`src/rtl/pll_search_pkg.sv`:
```
package pll_search_pkg;
  localparam int CALC_W = 64;
  typedef logic [CALC_W-1:0] calc_t;

  typedef enum logic [2:0] {
    ST_IDLE,
    ST_CHECK,
    ST_DREF,
    ST_DTGT,
    ST_SCAN,
    ST_DFREF,
    ST_DK
  } srch_state_e;
endpackage

```
`src/rtl/pll_div_restoring.sv`:
```
module pll_div_restoring #(
  parameter int W = 64
) (
  input  logic         clk,
  input  logic         rst_n,
  input  logic         go_i,
  input  logic [W-1:0] num_i,
  input  logic [W-1:0] den_i,
  output logic         done_o,
  output logic [W-1:0] quo_o,
  output logic [W-1:0] rem_o
);
  localparam int CNT_W = $clog2(W);

  logic [W-1:0]     quo_q, quo_d;
  logic [W-1:0]     rem_q, rem_d;
  logic [W-1:0]     den_q, den_d;
  logic [CNT_W-1:0] cnt_q, cnt_d;
  logic             run_q, run_d;
  logic             done_q, done_d;
  logic [W:0]       trial;
  logic [W:0]       diff;

  always_comb begin
    trial = {rem_q, quo_q[W-1]};
    diff  = trial - {1'b0, den_q};
    quo_d  = quo_q;
    rem_d  = rem_q;
    den_d  = den_q;
    cnt_d  = cnt_q;
    run_d  = run_q;
    done_d = 1'b0;
    if (go_i && !run_q) begin
      quo_d = num_i;
      rem_d = '0;
      den_d = den_i;
      cnt_d = '0;
      run_d = 1'b1;
    end else if (run_q) begin
      if (trial >= {1'b0, den_q}) begin
        rem_d = diff[W-1:0];
        quo_d = {quo_q[W-2:0], 1'b1};
      end else begin
        rem_d = trial[W-1:0];
        quo_d = {quo_q[W-2:0], 1'b0};
      end
      cnt_d = cnt_q + 1'b1;
      if (cnt_q == CNT_W'(W - 1)) begin
        run_d  = 1'b0;
        done_d = 1'b1;
      end
    end
  end

  always_ff @(posedge clk or negedge rst_n) begin
    if (!rst_n) begin
      quo_q  <= '0;
      rem_q  <= '0;
      den_q  <= '0;
      cnt_q  <= '0;
      run_q  <= 1'b0;
      done_q <= 1'b0;
    end else begin
      quo_q  <= quo_d;
      rem_q  <= rem_d;
      den_q  <= den_d;
      cnt_q  <= cnt_d;
      run_q  <= run_d;
      done_q <= done_d;
    end
  end

  assign done_o = done_q;
  assign quo_o  = quo_q;
  assign rem_o  = rem_q;
endmodule

```
`src/rtl/pll_cand_check.sv`:
```
module pll_cand_check
  import pll_search_pkg::*;
#(
  parameter int    P_W     = 3,
  parameter int    M_W     = 10,
  parameter int    S_W     = 3,
  parameter calc_t VCO_MIN = 64'd2_250_000_000,
  parameter calc_t VCO_MAX = 64'd4_500_000_000
) (
  input  calc_t          base_i,
  input  calc_t          ref_i,
  input  logic [S_W-1:0] s_i,
  input  logic [P_W-1:0] p_i,
  input  logic [M_W-1:0] m_i,
  output logic           in_win_o,
  output logic           hit_o
);
  calc_t fvco;
  calc_t prod;
  calc_t lo_bound;
  calc_t hi_bound;

  // floor(prod / p) == fvco  <=>  fvco*p <= prod < fvco*p + p
  always_comb begin
    fvco     = base_i << s_i;
    prod     = calc_t'(m_i) * ref_i;
    lo_bound = fvco * calc_t'(p_i);
    hi_bound = lo_bound + calc_t'(p_i);
    in_win_o = (fvco >= VCO_MIN) && (fvco <= VCO_MAX);
    hit_o    = in_win_o && (prod >= lo_bound) && (prod < hi_bound);
  end
endmodule

```
`src/rtl/pll_param_search.sv`:
```
module pll_param_search
  import pll_search_pkg::*;
#(
  parameter int    FREQ_W    = 33,
  parameter int    P_W       = 3,
  parameter int    M_W       = 10,
  parameter int    S_W       = 3,
  parameter int    K_W       = 16,
  parameter int    M_LO      = 64,
  parameter int    M_HI      = 1023,
  parameter int    P_INT_LO  = 2,
  parameter int    P_FRAC_LO = 1,
  parameter int    P_HI      = 4,
  parameter int    S_HI      = 6,
  parameter calc_t OUT_MIN   = 64'd37_000_000,
  parameter calc_t OUT_MAX   = 64'd4_500_000_000,
  parameter calc_t VCO_MIN   = 64'd2_250_000_000,
  parameter calc_t VCO_MAX   = 64'd4_500_000_000,
  parameter calc_t MHZ       = 64'd1_000_000,
  parameter calc_t K_SCALE   = 64'd65535
) (
  input  logic              clk,
  input  logic              rst_n,
  input  logic              start_i,
  input  logic [FREQ_W-1:0] ref_hz_i,
  input  logic [FREQ_W-1:0] tgt_hz_i,
  output logic              busy_o,
  output logic              done_o,
  output logic              err_o,
  output logic [P_W-1:0]    pdiv_o,
  output logic [M_W-1:0]    mmul_o,
  output logic [S_W-1:0]    sshift_o,
  output logic [K_W-1:0]    kfrac_o
);
  localparam logic [M_W-1:0] M_FIRST = M_W'(M_LO);
  localparam logic [M_W-1:0] M_LAST  = M_W'(M_HI);
  localparam logic [P_W-1:0] P_LAST  = P_W'(P_HI);
  localparam logic [S_W-1:0] S_LAST  = S_W'(S_HI);

  // reset: asynchronous assert, synchronous release
  logic rst_meta_q, rst_sync_q;
  always_ff @(posedge clk or negedge rst_n) begin
    if (!rst_n) begin
      rst_meta_q <= 1'b0;
      rst_sync_q <= 1'b0;
    end else begin
      rst_meta_q <= 1'b1;
      rst_sync_q <= rst_meta_q;
    end
  end

  srch_state_e state_q, state_d;
  calc_t ref_q, ref_d;
  calc_t tgt_q, tgt_d;
  calc_t base_q, base_d;
  calc_t frac_q, frac_d;
  logic  int_q, int_d;
  logic  refint_q, refint_d;
  logic [S_W-1:0] s_q, s_d;
  logic [P_W-1:0] p_q, p_d;
  logic [M_W-1:0] m_q, m_d;
  logic           done_q, done_d;
  logic           err_q, err_d;
  logic [P_W-1:0] pdiv_q, pdiv_d;
  logic [M_W-1:0] mmul_q, mmul_d;
  logic [S_W-1:0] sshift_q, sshift_d;
  logic [K_W-1:0] kfrac_q, kfrac_d;

  logic  div_go;
  calc_t div_num, div_den;
  logic  div_done;
  calc_t div_quo, div_rem;
  logic  in_win, hit;
  logic [P_W-1:0] p_first;

  pll_div_restoring #(.W(CALC_W)) u_div (
    .clk    (clk),
    .rst_n  (rst_sync_q),
    .go_i   (div_go),
    .num_i  (div_num),
    .den_i  (div_den),
    .done_o (div_done),
    .quo_o  (div_quo),
    .rem_o  (div_rem)
  );

  pll_cand_check #(
    .P_W(P_W), .M_W(M_W), .S_W(S_W), .VCO_MIN(VCO_MIN), .VCO_MAX(VCO_MAX)
  ) u_cand (
    .base_i   (base_q),
    .ref_i    (ref_q),
    .s_i      (s_q),
    .p_i      (p_q),
    .m_i      (m_q),
    .in_win_o (in_win),
    .hit_o    (hit)
  );

  assign p_first = int_q ? P_W'(P_INT_LO) : P_W'(P_FRAC_LO);

  always_comb begin
    state_d  = state_q;
    ref_d    = ref_q;
    tgt_d    = tgt_q;
    base_d   = base_q;
    frac_d   = frac_q;
    int_d    = int_q;
    refint_d = refint_q;
    s_d      = s_q;
    p_d      = p_q;
    m_d      = m_q;
    done_d   = 1'b0;
    err_d    = err_q;
    pdiv_d   = pdiv_q;
    mmul_d   = mmul_q;
    sshift_d = sshift_q;
    kfrac_d  = kfrac_q;
    div_go   = 1'b0;
    div_num  = '0;
    div_den  = MHZ;

    unique case (state_q)
      ST_IDLE: begin
        if (start_i) begin
          ref_d   = calc_t'(ref_hz_i);
          tgt_d   = calc_t'(tgt_hz_i);
          state_d = ST_CHECK;
        end
      end
      ST_CHECK: begin
        if ((ref_q == '0) || (tgt_q == '0) || (tgt_q == ref_q) ||
            (tgt_q < OUT_MIN) || (tgt_q > OUT_MAX)) begin
          done_d   = 1'b1;
          err_d    = 1'b1;
          pdiv_d   = '0;
          mmul_d   = '0;
          sshift_d = '0;
          kfrac_d  = '0;
          state_d  = ST_IDLE;
        end else begin
          div_go  = 1'b1;
          div_num = ref_q;
          state_d = ST_DREF;
        end
      end
      ST_DREF: begin
        if (div_done) begin
          refint_d = (div_rem == '0);
          div_go   = 1'b1;
          div_num  = tgt_q;
          state_d  = ST_DTGT;
        end
      end
      ST_DTGT: begin
        if (div_done) begin
          int_d   = refint_q && (div_rem == '0);
          frac_d  = div_rem;
          base_d  = (refint_q && (div_rem == '0)) ? tgt_q : div_quo * MHZ;
          s_d     = '0;
          p_d     = (refint_q && (div_rem == '0)) ? P_W'(P_INT_LO) : P_W'(P_FRAC_LO);
          m_d     = M_FIRST;
          state_d = ST_SCAN;
        end
      end
      ST_SCAN: begin
        if (hit) begin
          if (int_q) begin
            done_d   = 1'b1;
            err_d    = 1'b0;
            pdiv_d   = p_q;
            mmul_d   = m_q;
            sshift_d = s_q;
            kfrac_d  = '0;
            state_d  = ST_IDLE;
          end else begin
            div_go  = 1'b1;
            div_num = ref_q;
            div_den = calc_t'(p_q);
            state_d = ST_DFREF;
          end
        end else if (!in_win || ((m_q == M_LAST) && (p_q == P_LAST))) begin
          if (s_q == S_LAST) begin
            done_d   = 1'b1;
            err_d    = 1'b1;
            pdiv_d   = '0;
            mmul_d   = '0;
            sshift_d = '0;
            kfrac_d  = '0;
            state_d  = ST_IDLE;
          end else begin
            s_d = s_q + 1'b1;
            p_d = p_first;
            m_d = M_FIRST;
          end
        end else if (m_q == M_LAST) begin
          p_d = p_q + 1'b1;
          m_d = M_FIRST;
        end else begin
          m_d = m_q + 1'b1;
        end
      end
      ST_DFREF: begin
        if (div_done) begin
          div_go  = 1'b1;
          div_num = (frac_q << s_q) * K_SCALE;
          div_den = div_quo;
          state_d = ST_DK;
        end
      end
      ST_DK: begin
        if (div_done) begin
          done_d   = 1'b1;
          err_d    = 1'b0;
          pdiv_d   = p_q;
          mmul_d   = m_q;
          sshift_d = s_q;
          kfrac_d  = div_quo[K_W-1:0];
          state_d  = ST_IDLE;
        end
      end
      default: state_d = ST_IDLE;
    endcase
  end

  always_ff @(posedge clk or negedge rst_sync_q) begin
    if (!rst_sync_q) begin
      state_q  <= ST_IDLE;
      ref_q    <= '0;
      tgt_q    <= '0;
      base_q   <= '0;
      frac_q   <= '0;
      int_q    <= 1'b0;
      refint_q <= 1'b0;
      s_q      <= '0;
      p_q      <= '0;
      m_q      <= '0;
      done_q   <= 1'b0;
      err_q    <= 1'b0;
      pdiv_q   <= '0;
      mmul_q   <= '0;
      sshift_q <= '0;
      kfrac_q  <= '0;
    end else begin
      state_q  <= state_d;
      ref_q    <= ref_d;
      tgt_q    <= tgt_d;
      base_q   <= base_d;
      frac_q   <= frac_d;
      int_q    <= int_d;
      refint_q <= refint_d;
      s_q      <= s_d;
      p_q      <= p_d;
      m_q      <= m_d;
      done_q   <= done_d;
      err_q    <= err_d;
      pdiv_q   <= pdiv_d;
      mmul_q   <= mmul_d;
      sshift_q <= sshift_d;
      kfrac_q  <= kfrac_d;
    end
  end

  assign busy_o   = (state_q != ST_IDLE);
  assign done_o   = done_q;
  assign err_o    = err_q;
  assign pdiv_o   = pdiv_q;
  assign mmul_o   = mmul_q;
  assign sshift_o = sshift_q;
  assign kfrac_o  = kfrac_q;
endmodule

```
`config.mk`:
```
export PLATFORM = sky130hd
export DESIGN_NAME = pll_param_search
export DESIGN_NICKNAME = d
export VERILOG_FILES = /design/src/rtl/pll_search_pkg.sv /design/src/rtl/pll_div_restoring.sv /design/src/rtl/pll_cand_check.sv /design/src/rtl/pll_param_search.sv
export SDC_FILE = /design/constraint.sdc
export NUM_CORES = 2
export LEC_CHECK = 0
export BUFFER_PORTS_ARGS = -buffer_cell sky130_fd_sc_hd__clkbuf_2
export CORE_ASPECT_RATIO = 2
export CORE_MARGIN = 2
export CORE_UTILIZATION = 25
export CTS_BUF_LIST = sky130_fd_sc_hd__clkbuf_8 sky130_fd_sc_hd__clkbuf_16
export CTS_CLUSTER_DIAMETER = 120
export DETAILED_ROUTE_END_ITERATION = 16
export GPL_TIMING_DRIVEN = 0
export HOLD_SLACK_MARGIN = 0.06
export SLEW_MARGIN = 20
export SYNTH_ARGS = -nofsm -noshare
export SYNTH_HDL_FRONTEND = slang
export SYNTH_HIERARCHICAL = 1
export SYNTH_SLANG_ARGS = --single-unit
```
`constraint.sdc`:
```
create_clock -name clk -period 18.5 [get_ports clk]
set_input_delay 3.7 -clock clk [delete_from_list [all_inputs] [get_ports clk]]
set_output_delay 3.7 -clock clk [all_outputs]
set_load 0.005 [all_outputs]
```
==> results_dict.tcl <==
set metrics [dict create \
    grt_pass1_vias 77200 \
    grt_pass1_wl_mm 522 \
    track_usage 0.213 \
    die_w_um 413 \
    dp_hpwl_mm 305 \
    detail_route.vias_per_cell 5.05 \
    worst-slew-pin-transition_ns 1.24 \
    period_needed_ns 15.58 \
    cts_tree "built" \
    synth-seq-cells 451 \
    wirelength_mm 363 \
    ys_warn_count 6 \
    io_buffers 103 \
    placementRows 300 \
    grt.overflow.total 0 \
    crit_path_end_kind "flip-flop" \
    synth.distinct_cells 117 \
    fmax_mhz 64.2 \
    crit_type "flip-flop to flip-flop" \
    whs_ns 0.224 \
    die-area_mm2 0.339 \
    vias 72200 \
    postCtsSetupBuffers 0 \
    place_congestion 1.09 \
    clock_sinks 451 \
    wl_per_cell_um 25.4 \
    clkLatencyLatePin_ns 0.73 \
    skew_ns 0.0819 \
    setup_viol 0 \
    root_buffer "clkbuf_16" \
    cts_hold_buf 0 \
    ctsResizeCount 0 \
    crit_start "m_q[9]$_DFFE_PN0P_" \
    placeableCoreArea_mm2 0.333 \
    slowest_delay_ns 0.96 \
    yosysSeqAreaShare 0.135 \
    die_h_um 821 \
    synth_ff_type "dfrtp_1" \
    route.detailed.drc 0 \
    grt_setup_unrepaired "false" \
    status "finished clean" \
    drive_gt1_frac 0.0582 \
    critical_path_required_ns 19.12 \
    async_flop_share 1.00 \
    clockBufferDepth 3 \
    final_hold_viol_count 0 \
    drtPass1Iterations 6 \
    area_delta_synth_final_pct 10.3 \
    cts_max_level 2 \
    slowest_stage "o311ai_0" \
    maxCapViolations 0 \
    r2r-start "m_q[9]$_DFFE_PN0P_" \
    ios 104 \
    cp.arrival_ns 16.21 \
    synth_area_mm2 0.0835 \
    drt-initial-drc-count 4960 \
    period_share 0.842 \
    cts_buffers 50 \
    min_path_type "flip-flop to asynchronous set/reset pin" \
    reg2reg_slack_ns 2.92 \
    maxSlewViolCount 0 \
    synth-edff-count 0 \
    antenna_found_initial 43 \
    start_util 0.251 \
    maxSlewHeadroom 0.170 \
    grt_max_degree 55 \
    worst_setup_path_start_kind "flip-flop" \
    nNetsFinal 11700 \
    synthCells 9611 \
    crit_fanout 11 \
    clk_pin_slew_ns 0.07 \
    syn_avg_cell_area_um2 8.69 \
    ant_nets 0 \
]
layout make-up:
| cell class | count | area [µm²] |
|---|---|---|
| repair buffers | 123 | 877 |
| multi-input cells | 7222 | 64900 |
| fillers | 36000 | 241000 |
| well taps | 4379 | 5480 |
| flip-flops and latches | 451 | 11300 |
| diodes | 40 | 100 |
| clock inverters | 32 | 430 |
| plain buffers | 455 | 1870 |
| clock buffers | 59 | 1380 |
| inverters | 1541 | 5780 |
sequential cells by signal (all words and copies together), names as in the netlist, 6 cells and up:
name,flops
u_div/den_q,64
ref_q,33
kfrac_o,16
tgt_q,33
mmul_o,10
frac_q,64
u_div/rem_o,64
u_div/cnt_q,6
u_div/quo_o,64
base_q,64
m_q,10
synth_stat cells, types with 58 or more instances:
master,number,area share
inv_1,1537,0.069
nand2_1,1510,0.068
fa_1,1228,0.29
ha_1,597,0.089
dfrtp_1,451,0.14
a21oi_1,412,0.025
o21ai_0,406,0.024
and2_1,381,0.029
nor2_1,337,0.015
clkbuf_1,323,0.015
xnor2_1,248,0.026
a21o_1,222,0.020
nand3_1,182,0.011
xor2_1,167,0.018
mux2i_1,131,0.016
nand4_1,128,0.0096
nor3_1,97,0.0058
mux2_2,94,0.013
mux4_2,79,0.021
buf_1,69,0.0031
nor2b_1,61,0.0046
nor4_1,58,0.0043
per-stage QoR:
| step | cell area (µm²) | TNS [ns] | setup WS [ns] | instances | util |
|---|---|---|---|---|---|
| 6_report | 92100 | 0 | 2.92 | 14300 | 0.277 |
| 5_1_grt | 92100 | 0 | 2.92 | 14300 | 0.277 |
| 4_1_cts | 92000 | 0 | 3.40 | 14300 | 0.276 |
| 3_5_place_dp | 90200 | 0 | 3.44 | 14200 | 0.271 |
| 3_3_place_gp | 89700 | -673.96 | -1.58 | 14200 | 0.270 |
| 2_1_floorplan | 83700 | 0 | 5.00 | 9669 | - |
logic make-up after synthesis:
group,share of synthesized area
compound gates,0.129
fa+ha+maj,0.384
other cells,0.0000899
xor+xnor,0.0438
simple gates,0.166
flops,0.135
mux,0.0501
buf+inv,0.0914
critical path, delay by kind of cell, from the launching register on:
family	cells	cell delay, ns
simple gates	12	3.42
fa+ha+maj	7	3.51
buf+inv	9	3.42
flops	1	0.41
compound gates	10	4.58
layout by cell type (no fill, tap or decap), types with 166 or more instances in the layout:
master / netlist / layout
nor2_1: 337 / 336
clkbuf_1: 323 / 317
and2_1: 381 / 381
a21o_1: 222 / 222
fa_1: 1228 / 1228
dfrtp_1: 451 / 450
o21ai_0: 406 / 399
xnor2_1: 248 / 239
nand2_1: 1510 / 1510
a21oi_1: 412 / 411
inv_1: 1537 / 1540
nand3_1: 182 / 182
ha_1: 597 / 597
xor2_1: 167 / 166
metal layers:
metal,track usage,vias up,wire length (µm)
met5,0,-,62
met4,0.239,10,51300
met3,0.0370,1363,18600
met2,0.387,2779,187000
met1,0.183,36300,106000
li1,-,31800,-
path summary, 6_finish.rpt:
path                                          endpoint  cells past startpoint
max                        u_div/den_q[40]$_DFFE_PN0P_                     38
min                        u_div/den_q[54]$_DFFE_PN0P_                      0
max reg2reg                u_div/den_q[40]$_DFFE_PN0P_                     38
min reg2reg                u_div/den_q[54]$_DFFE_PN0P_                      0
max in group asynchronous         rst_sync_q$_DFF_PN0_                      1
min in group clk                  rst_sync_q$_DFF_PN0_                      0
Power is not shown: default switching activity piles up to over one toggle a cycle in this logic, so the estimate is an artifact.
